[src/rtl/tdr_pkg.sv]
package tdr_pkg;
   localparam int DESC_BYTES = 8;
   localparam int BIT_READY  = 15;
   localparam int BIT_WRAP   = 13;
   localparam int BIT_FINAL  = 11;

   typedef enum logic [2:0] {
      WS_IDLE,
      WS_FETCH,
      WS_CHECK,
      WS_DATA,
      WS_WBACK
   } walk_state_e;
endpackage

[src/rtl/tdr_base_reg.sv]
module tdr_base_reg #(
   parameter int AW    = 32,
   parameter int ALIGN = 2
) (
   input  logic          clk,
   input  logic          rst_n,
   input  logic          wr,
   input  logic [AW-1:0] wdata,
   output logic [AW-1:0] base_q,
   output logic [AW-1:0] base_nxt
);
   generate
      if (ALIGN == 0) begin : g_noalign
         assign base_nxt = wdata;
      end else begin : g_align
         assign base_nxt = {wdata[AW-1:ALIGN], {ALIGN{1'b0}}};
      end
   endgenerate

   always_ff @(posedge clk) begin
      if (!rst_n)  base_q <= '0;
      else if (wr) base_q <= base_nxt;
   end
endmodule

[src/rtl/tdr_len_clip.sv]
module tdr_len_clip #(
   parameter int LW        = 16,
   parameter int CW        = 11,
   parameter int MAX_FRAME = 2032
) (
   input  logic [CW-1:0] frame_cnt,
   input  logic [LW-1:0] req_len,
   output logic [LW-1:0] eff_len,
   output logic          clipped
);
   logic [31:0] room;

   always_comb begin
      room    = 32'(MAX_FRAME) - 32'(frame_cnt);
      clipped = 32'(req_len) > room;
      eff_len = clipped ? LW'(room) : req_len;
   end
endmodule

[src/rtl/tdr_walker.sv]
module tdr_walker
   import tdr_pkg::*;
#(
   parameter int AW        = 32,
   parameter int LW        = 16,
   parameter int CW        = 11,
   parameter int MAX_FRAME = 2032
) (
   input  logic          clk,
   input  logic          rst_n,
   input  logic          cfg_en,
   input  logic          start,
   input  logic          base_wr,
   input  logic [AW-1:0] base_nxt,
   input  logic [AW-1:0] base_q,
   output logic          mem_req,
   output logic          mem_we,
   output logic [AW-1:0] mem_addr,
   output logic [7:0]    mem_wdata,
   input  logic          mem_ack,
   input  logic [7:0]    mem_rdata,
   output logic          out_valid,
   output logic [7:0]    out_data,
   output logic          out_eof,
   output logic          evt_txb,
   output logic          evt_txf,
   output logic          evt_babt,
   output logic          walk_idle,
   output logic [CW-1:0] frame_cnt,
   output logic [AW-1:0] desc_ptr
);
   localparam int IW = $clog2(DESC_BYTES);

   walk_state_e                st_q;
   logic [IW-1:0]              idx_q;
   logic [DESC_BYTES*8-1:0]    desc_q;
   logic [AW-1:0]              ptr_q;
   logic [LW-1:0]              boff_q;
   logic [LW-1:0]              eff_q;
   logic [CW-1:0]              cnt_q;

   logic [15:0]                ctl_w;
   logic [LW-1:0]              len_w;
   logic [AW-1:0]              buf_w;
   logic [LW-1:0]              clip_len;
   logic                       clip_hit;

   assign ctl_w = desc_q[63:48];
   assign len_w = LW'(desc_q[47:32]);
   assign buf_w = AW'(desc_q[31:0]);

   tdr_len_clip #(.LW(LW), .CW(CW), .MAX_FRAME(MAX_FRAME)) u_clip (
      .frame_cnt (cnt_q),
      .req_len   (len_w),
      .eff_len   (clip_len),
      .clipped   (clip_hit)
   );

   always_comb begin
      mem_req   = (st_q == WS_FETCH) || (st_q == WS_DATA) || (st_q == WS_WBACK);
      mem_we    = (st_q == WS_WBACK);
      mem_wdata = {1'b0, ctl_w[14:8]};
      case (st_q)
         WS_FETCH: mem_addr = ptr_q + AW'(idx_q);
         WS_DATA:  mem_addr = buf_w + AW'(boff_q);
         WS_WBACK: mem_addr = ptr_q;
         default:  mem_addr = '0;
      endcase
   end

   always_ff @(posedge clk) begin
      if (!rst_n) begin
         st_q      <= WS_IDLE;
         idx_q     <= '0;
         desc_q    <= '0;
         ptr_q     <= '0;
         boff_q    <= '0;
         eff_q     <= '0;
         cnt_q     <= '0;
         out_valid <= 1'b0;
         out_data  <= '0;
         out_eof   <= 1'b0;
         evt_txb   <= 1'b0;
         evt_txf   <= 1'b0;
         evt_babt  <= 1'b0;
      end else begin
         out_valid <= 1'b0;
         out_eof   <= 1'b0;
         evt_txb   <= 1'b0;
         evt_txf   <= 1'b0;
         evt_babt  <= 1'b0;
         case (st_q)
            WS_IDLE: begin
               if (start && cfg_en) begin
                  idx_q <= '0;
                  st_q  <= WS_FETCH;
               end
            end
            WS_FETCH: begin
               if (mem_ack) begin
                  desc_q <= {desc_q[DESC_BYTES*8-9:0], mem_rdata};
                  idx_q  <= idx_q + 1'b1;
                  if (idx_q == IW'(DESC_BYTES - 1)) st_q <= WS_CHECK;
               end
            end
            WS_CHECK: begin
               if (!ctl_w[BIT_READY]) begin
                  st_q <= WS_IDLE;
               end else begin
                  evt_babt <= clip_hit;
                  eff_q    <= clip_len;
                  boff_q   <= '0;
                  st_q     <= (clip_len == '0) ? WS_WBACK : WS_DATA;
               end
            end
            WS_DATA: begin
               if (mem_ack) begin
                  out_valid <= 1'b1;
                  out_data  <= mem_rdata;
                  cnt_q     <= cnt_q + 1'b1;
                  boff_q    <= boff_q + 1'b1;
                  if (boff_q == eff_q - LW'(1)) st_q <= WS_WBACK;
               end
            end
            WS_WBACK: begin
               if (mem_ack) begin
                  evt_txb <= 1'b1;
                  if (ctl_w[BIT_FINAL]) begin
                     evt_txf <= 1'b1;
                     out_eof <= 1'b1;
                     cnt_q   <= '0;
                  end
                  ptr_q <= ctl_w[BIT_WRAP] ? base_q : ptr_q + AW'(DESC_BYTES);
                  idx_q <= '0;
                  st_q  <= WS_FETCH;
               end
            end
            default: st_q <= WS_IDLE;
         endcase
         if (base_wr) ptr_q <= base_nxt;
      end
   end

   assign walk_idle = (st_q == WS_IDLE);
   assign frame_cnt = cnt_q;
   assign desc_ptr  = ptr_q;
endmodule

[src/rtl/txd_ring_engine.sv]
module txd_ring_engine #(
   parameter int AW        = 32,
   parameter int LW        = 16,
   parameter int MAX_FRAME = 2032,
   parameter int ALIGN     = 2
) (
   input  logic          clk,
   input  logic          rst_n,
   input  logic          cfg_en,
   input  logic          base_wr,
   input  logic [AW-1:0] base_wdata,
   input  logic          start,
   output logic          mem_req,
   output logic          mem_we,
   output logic [AW-1:0] mem_addr,
   output logic [7:0]    mem_wdata,
   input  logic          mem_ack,
   input  logic [7:0]    mem_rdata,
   output logic          out_valid,
   output logic [7:0]    out_data,
   output logic          out_eof,
   output logic          evt_txb,
   output logic          evt_txf,
   output logic          evt_babt
);
   localparam int CW = $clog2(MAX_FRAME + 1);

   generate
      if (AW < 8 || AW > 32) begin : g_bad_aw
         $error("AW must lie in 8..32");
      end
      if (LW < CW || LW > 16) begin : g_bad_lw
         $error("LW must cover MAX_FRAME and fit the 16-bit count field");
      end
      if (MAX_FRAME < 1) begin : g_bad_max
         $error("MAX_FRAME must be positive");
      end
      if (ALIGN < 0 || ALIGN > 3) begin : g_bad_align
         $error("ALIGN must lie in 0..3");
      end
   endgenerate

   logic [AW-1:0] base_q;
   logic [AW-1:0] base_nxt;
   logic          walk_idle;
   logic [CW-1:0] frame_cnt;
   logic [AW-1:0] desc_ptr;

   tdr_base_reg #(.AW(AW), .ALIGN(ALIGN)) u_base (
      .clk      (clk),
      .rst_n    (rst_n),
      .wr       (base_wr),
      .wdata    (base_wdata),
      .base_q   (base_q),
      .base_nxt (base_nxt)
   );

   tdr_walker #(.AW(AW), .LW(LW), .CW(CW), .MAX_FRAME(MAX_FRAME)) u_walk (
      .clk       (clk),
      .rst_n     (rst_n),
      .cfg_en    (cfg_en),
      .start     (start),
      .base_wr   (base_wr),
      .base_nxt  (base_nxt),
      .base_q    (base_q),
      .mem_req   (mem_req),
      .mem_we    (mem_we),
      .mem_addr  (mem_addr),
      .mem_wdata (mem_wdata),
      .mem_ack   (mem_ack),
      .mem_rdata (mem_rdata),
      .out_valid (out_valid),
      .out_data  (out_data),
      .out_eof   (out_eof),
      .evt_txb   (evt_txb),
      .evt_txf   (evt_txf),
      .evt_babt  (evt_babt),
      .walk_idle (walk_idle),
      .frame_cnt (frame_cnt),
      .desc_ptr  (desc_ptr)
   );
endmodule

[config.mk]
export PLATFORM = sky130hd
export DESIGN_NAME = txd_ring_engine
export DESIGN_NICKNAME = d
export VERILOG_FILES = /design/src/rtl/tdr_pkg.sv /design/src/rtl/tdr_base_reg.sv /design/src/rtl/tdr_len_clip.sv /design/src/rtl/tdr_walker.sv /design/src/rtl/txd_ring_engine.sv
export SDC_FILE = /design/constraint.sdc
export NUM_CORES = 1
export LEC_CHECK = 0
export ABC_AREA = 1
export BUFFER_PORTS_ARGS = -buffer_cell sky130_fd_sc_hd__clkbuf_2
export CORE_UTILIZATION = 44
export CTS_BUF_LIST = sky130_fd_sc_hd__clkbuf_16
export CTS_CLUSTER_DIAMETER = 120
export DETAILED_ROUTE_END_ITERATION = 12
export SYNTH_ARGS = -nofsm -noshare
export SYNTH_HDL_FRONTEND = slang
export SYNTH_SLANG_ARGS = --single-unit
[constraint.sdc]
create_clock -name clk -period 3.2 [get_ports clk]
set_input_delay 0.16 -clock clk [delete_from_list [all_inputs] [get_ports clk]]
set_output_delay 0.16 -clock clk [all_outputs]
set_load 0.005 [all_outputs]
==> key figures <==
GRT
  – Vias in the first global route: 10,374
  – Grt ovf: 0
  – Global-route wire length before repair: 56,000 um
  – Largest net degree at the start of global routing: 86
  – Gr usage total: 0.267
  – Initial antenna violation count: 0

Yosys
  – Net Count, Synth: 1,800
  – Async SR Flop Fraction: 0
  – Syn_area_per_cell: 6.74 um^2
  – Synth area leader: dfxtp_1
  – Most frequent cells after synthesis: nand2_1 (305), nor2_1 (218), dfxtp_1 (187)
  – Ys flop type: dfxtp_1
  – Post-synthesis register bit count: 187
  – Synth unique cells: 66
  – Number of flops mapped to enable cells by yosys: 0
  – Cell area after synthesis: 0.0115 mm^2
  – Synth top area cells: dfxtp_1 (32%), nand2_1 (9.9%), nor2_1 (7.1%), o21ai_0 (6.5%), inv_1 (5.9%)
  – Syn Inst Count: 1,710
  – Share of the synthesized area in the top cell type: 0.325
  – Seq/Total Area, Yosys: 0.325
  – Count leader, synth: nand2_1
  – Number of synthesis warnings: 0

Place
  – GPL Wtd Cong: 0.949
  – Input/output buffers: 97
  – HPWL after DPL: 26,400 um

Worst setup path
  – Slowest-stage cell, CP: fa_2
  – Kind of critical path: flip-flop to output pin
  – Startpoint type of the worst setup path: flip-flop
  – Crit end category: output pin
  – CP Max Fanout: 5
  – CP top delay family: simple AND/OR/NAND/NOR gates
  – CP cell instances: ha_4 -> fa_2 -> nand3_2 -> nand3_2 -> a21oi_4 -> inv_2 -> nand2_2 -> nand2_2 -> a21boi_2 -> o21bai_2 -> and2_4 -> or2_4 -> nand3_2 -> o211ai_1 -> buf_2
  – Crit path DAT: 2910 ps
  – Crit. Startpoint: u_walk.boff_q[0]
  – Crit path buf inv count: 2
  – Slowest stage delay, CP: 400 ps
  – R2r startpoint: u_walk.frame_cnt[1]
  – Req. time, crit path: 3040 ps
  – CP most frequent cell: nand3_2

Run status
  – Status: finished, final reports clean

Die
  – Initial Utilization: 0.454
  – Io pins: 101
  – Die X: 164 um
  – Die Span Y: 164 um
  – Cell Rows: 58
  – Die ar.: 0.0268 mm^2
  – Core area: 0.0254 mm^2

STA
  – Final Skew: 10.4 ps
  – Tmin final: 3070 ps
  – # setup viols final: 0
  – RSZ-0062 raised after global routing: yes
  – Hold Vio Cnt, Final: 0
  – Fin crit share: 0.961
  – Relative slew slack: 0.497
  – Min Hold Slack: 10.8 ps
  – Max Freq: 0.325 GHz
  – Worst slew pin tran: 754 ps
  – Slew Limit Fails: 0

Drt
  – Routed via count: 11,723
  – Drt pass-1 iters: 5
  – DR DRC count: 0
  – WL per Instance: 16.6 um
  – WL final: 35,800 um
  – Initial drt markers: 990
  – Post-route ant nets: 0
  – DR vias/cell: 5.42

Layout
  – Nets@finish: 1,909
  – Antenna diodes: 0
  – Fill count: 2,581
  – Syn-to-layout area delta: 16.5%
  – Share of layout cells above drive strength 1: 0.158
  – Storage cell area: 0.00376 mm^2
  – Multi-input gate area: 0.00688 mm^2
  – Finished Core Util: 0.529

CTS
  – Clock Pin Slew Worst Setup and Hold Paths: 80 ps
  – CTS sink count: 187
  – Htree depth: 4
  – Clk_lat worst skew: 440 ps
  – Num CTS Buffers: 17
  – CTS root buf: clkbuf_16
  – Bufs on Longest Clock Path: 2
  – CTS tree: built

Power
  – P_sw: 2.46 mW
  – Comb power frac: 0.281
  – Sw frac: 0.368
  – Clk network pwr share: 0.299
  – Register share of total power: 0.419
  – Final Power: 6.68 mW
  – Pwr/cell area: 498 mW/mm^2
  – Worst vdd ir: 0.284 mV
  – Cell-internal power: 4.23 mW
  – Static Leak: 5.71 nW

Hold path
  – HP Start: base_wdata[25]
  – Hold crit path type: input port to flip-flop

Flow run
  – Maxcap violations: 0
[power groups by stage]
stage               Clock (mW)  Sequential, mW  Combinational [mW]
CTS                       2.03            2.80                1.79
global placement             0            2.85                1.72
detailed placement           0            2.85                1.75
floorplan                    0            2.75                1.32
global route              2.13            2.83                2.10
finish                    2.00            2.80                1.88
[final timing paths]
| path | end | slack, ps | depth (start not counted) |
|---|---|---|---|
| min | u_base.base_q[25] | 10 | 3 |
| min reg2reg | u_base.base_q[2] | 450 | 2 |
| max | mem_addr[22] | 130 | 15 |
| max reg2reg | u_walk.st_q[1] | 210 | 23 |
[routing by layer]
metal	share of wire	global-route usage	wire length, um
met1	0.50	0.390	17800
met3	0.058	0.0449	2060
met2	0.44	0.410	15600
met5	0	0	0
met4	0.0095	0.0484	340
[registers in the layout (all words and copies together), names as in the netlist]
name / flops
u_walk.out_data: 8
u_walk.evt_txb: 1
u_base.base_q: 30
u_walk.out_eof: 1
u_walk.boff_q: 16
u_walk.frame_cnt: 11
u_walk.idx_q: 3
u_walk.out_valid: 1
u_walk.desc_q: 64
u_walk.desc_ptr: 32
u_walk.evt_babt: 1
u_walk.st_q: 3
u_walk.eff_q: 16
[logic make-up after synthesis]
family	count (synthesis)	synth area share
compound gates	411	0.205
xor+xnor	61	0.0464
fa+ha+maj	44	0.0491
buf+inv	277	0.0964
flops	187	0.325
other cells	1	0.000325
simple gates	729	0.278
[metrics by stage]
stage	cell area (um^2)	setup TNS, ps	instances	setup WS [ps]
2_1_floorplan	11500	0	1710	275
3_3_place_gp	12300	0	2090	123
3_5_place_dp	12300	0	2090	61.6
4_1_cts	13100	0	2150	1.94
5_1_grt	13400	-168	2162	-71.5
6_report	13400	0	2162	125
[tightest hold or removal path: cells and delay by family]
kind,cells,cell delay [ps]
AOI/OAI and AO/OA,1,80
buffers and inverters,1,80
and+or+nand+nor,1,80
[layout make-up]
| class | instances | area share |
|---|---|---|
| clock buffer | 17 | 0.0317 |
| clock inverter | 15 | 0.00746 |
| inverter | 196 | 0.0550 |
| multi-input combinational | 1247 | 0.513 |
| sequential | 187 | 0.280 |
| tap | 330 | 0.0308 |
| timing repair buffer | 170 | 0.0823 |
[cells in the final DEF, fill, tap and decap left out, types with 45 or more instances in the layout]
master and count:
inv_1 179, buf_4 45, nand3_1 84, dfxtp_1 179, nand2_1 297, nor2_1 215, xor2_1 50, a21oi_1 104
o21ai_0 146, clkbuf_2 95
[what timing repair did]
action,CTS,global route
buffers inserted,1,11
gates cloned,0,1
setup endpoints to repair,8,20
hold buffers,27,0
pin swaps,2,15
gates resized for setup,7,54
endpoints found under the hold margin,39,0
No activity file was read; power rests on OpenSTA's default activity.
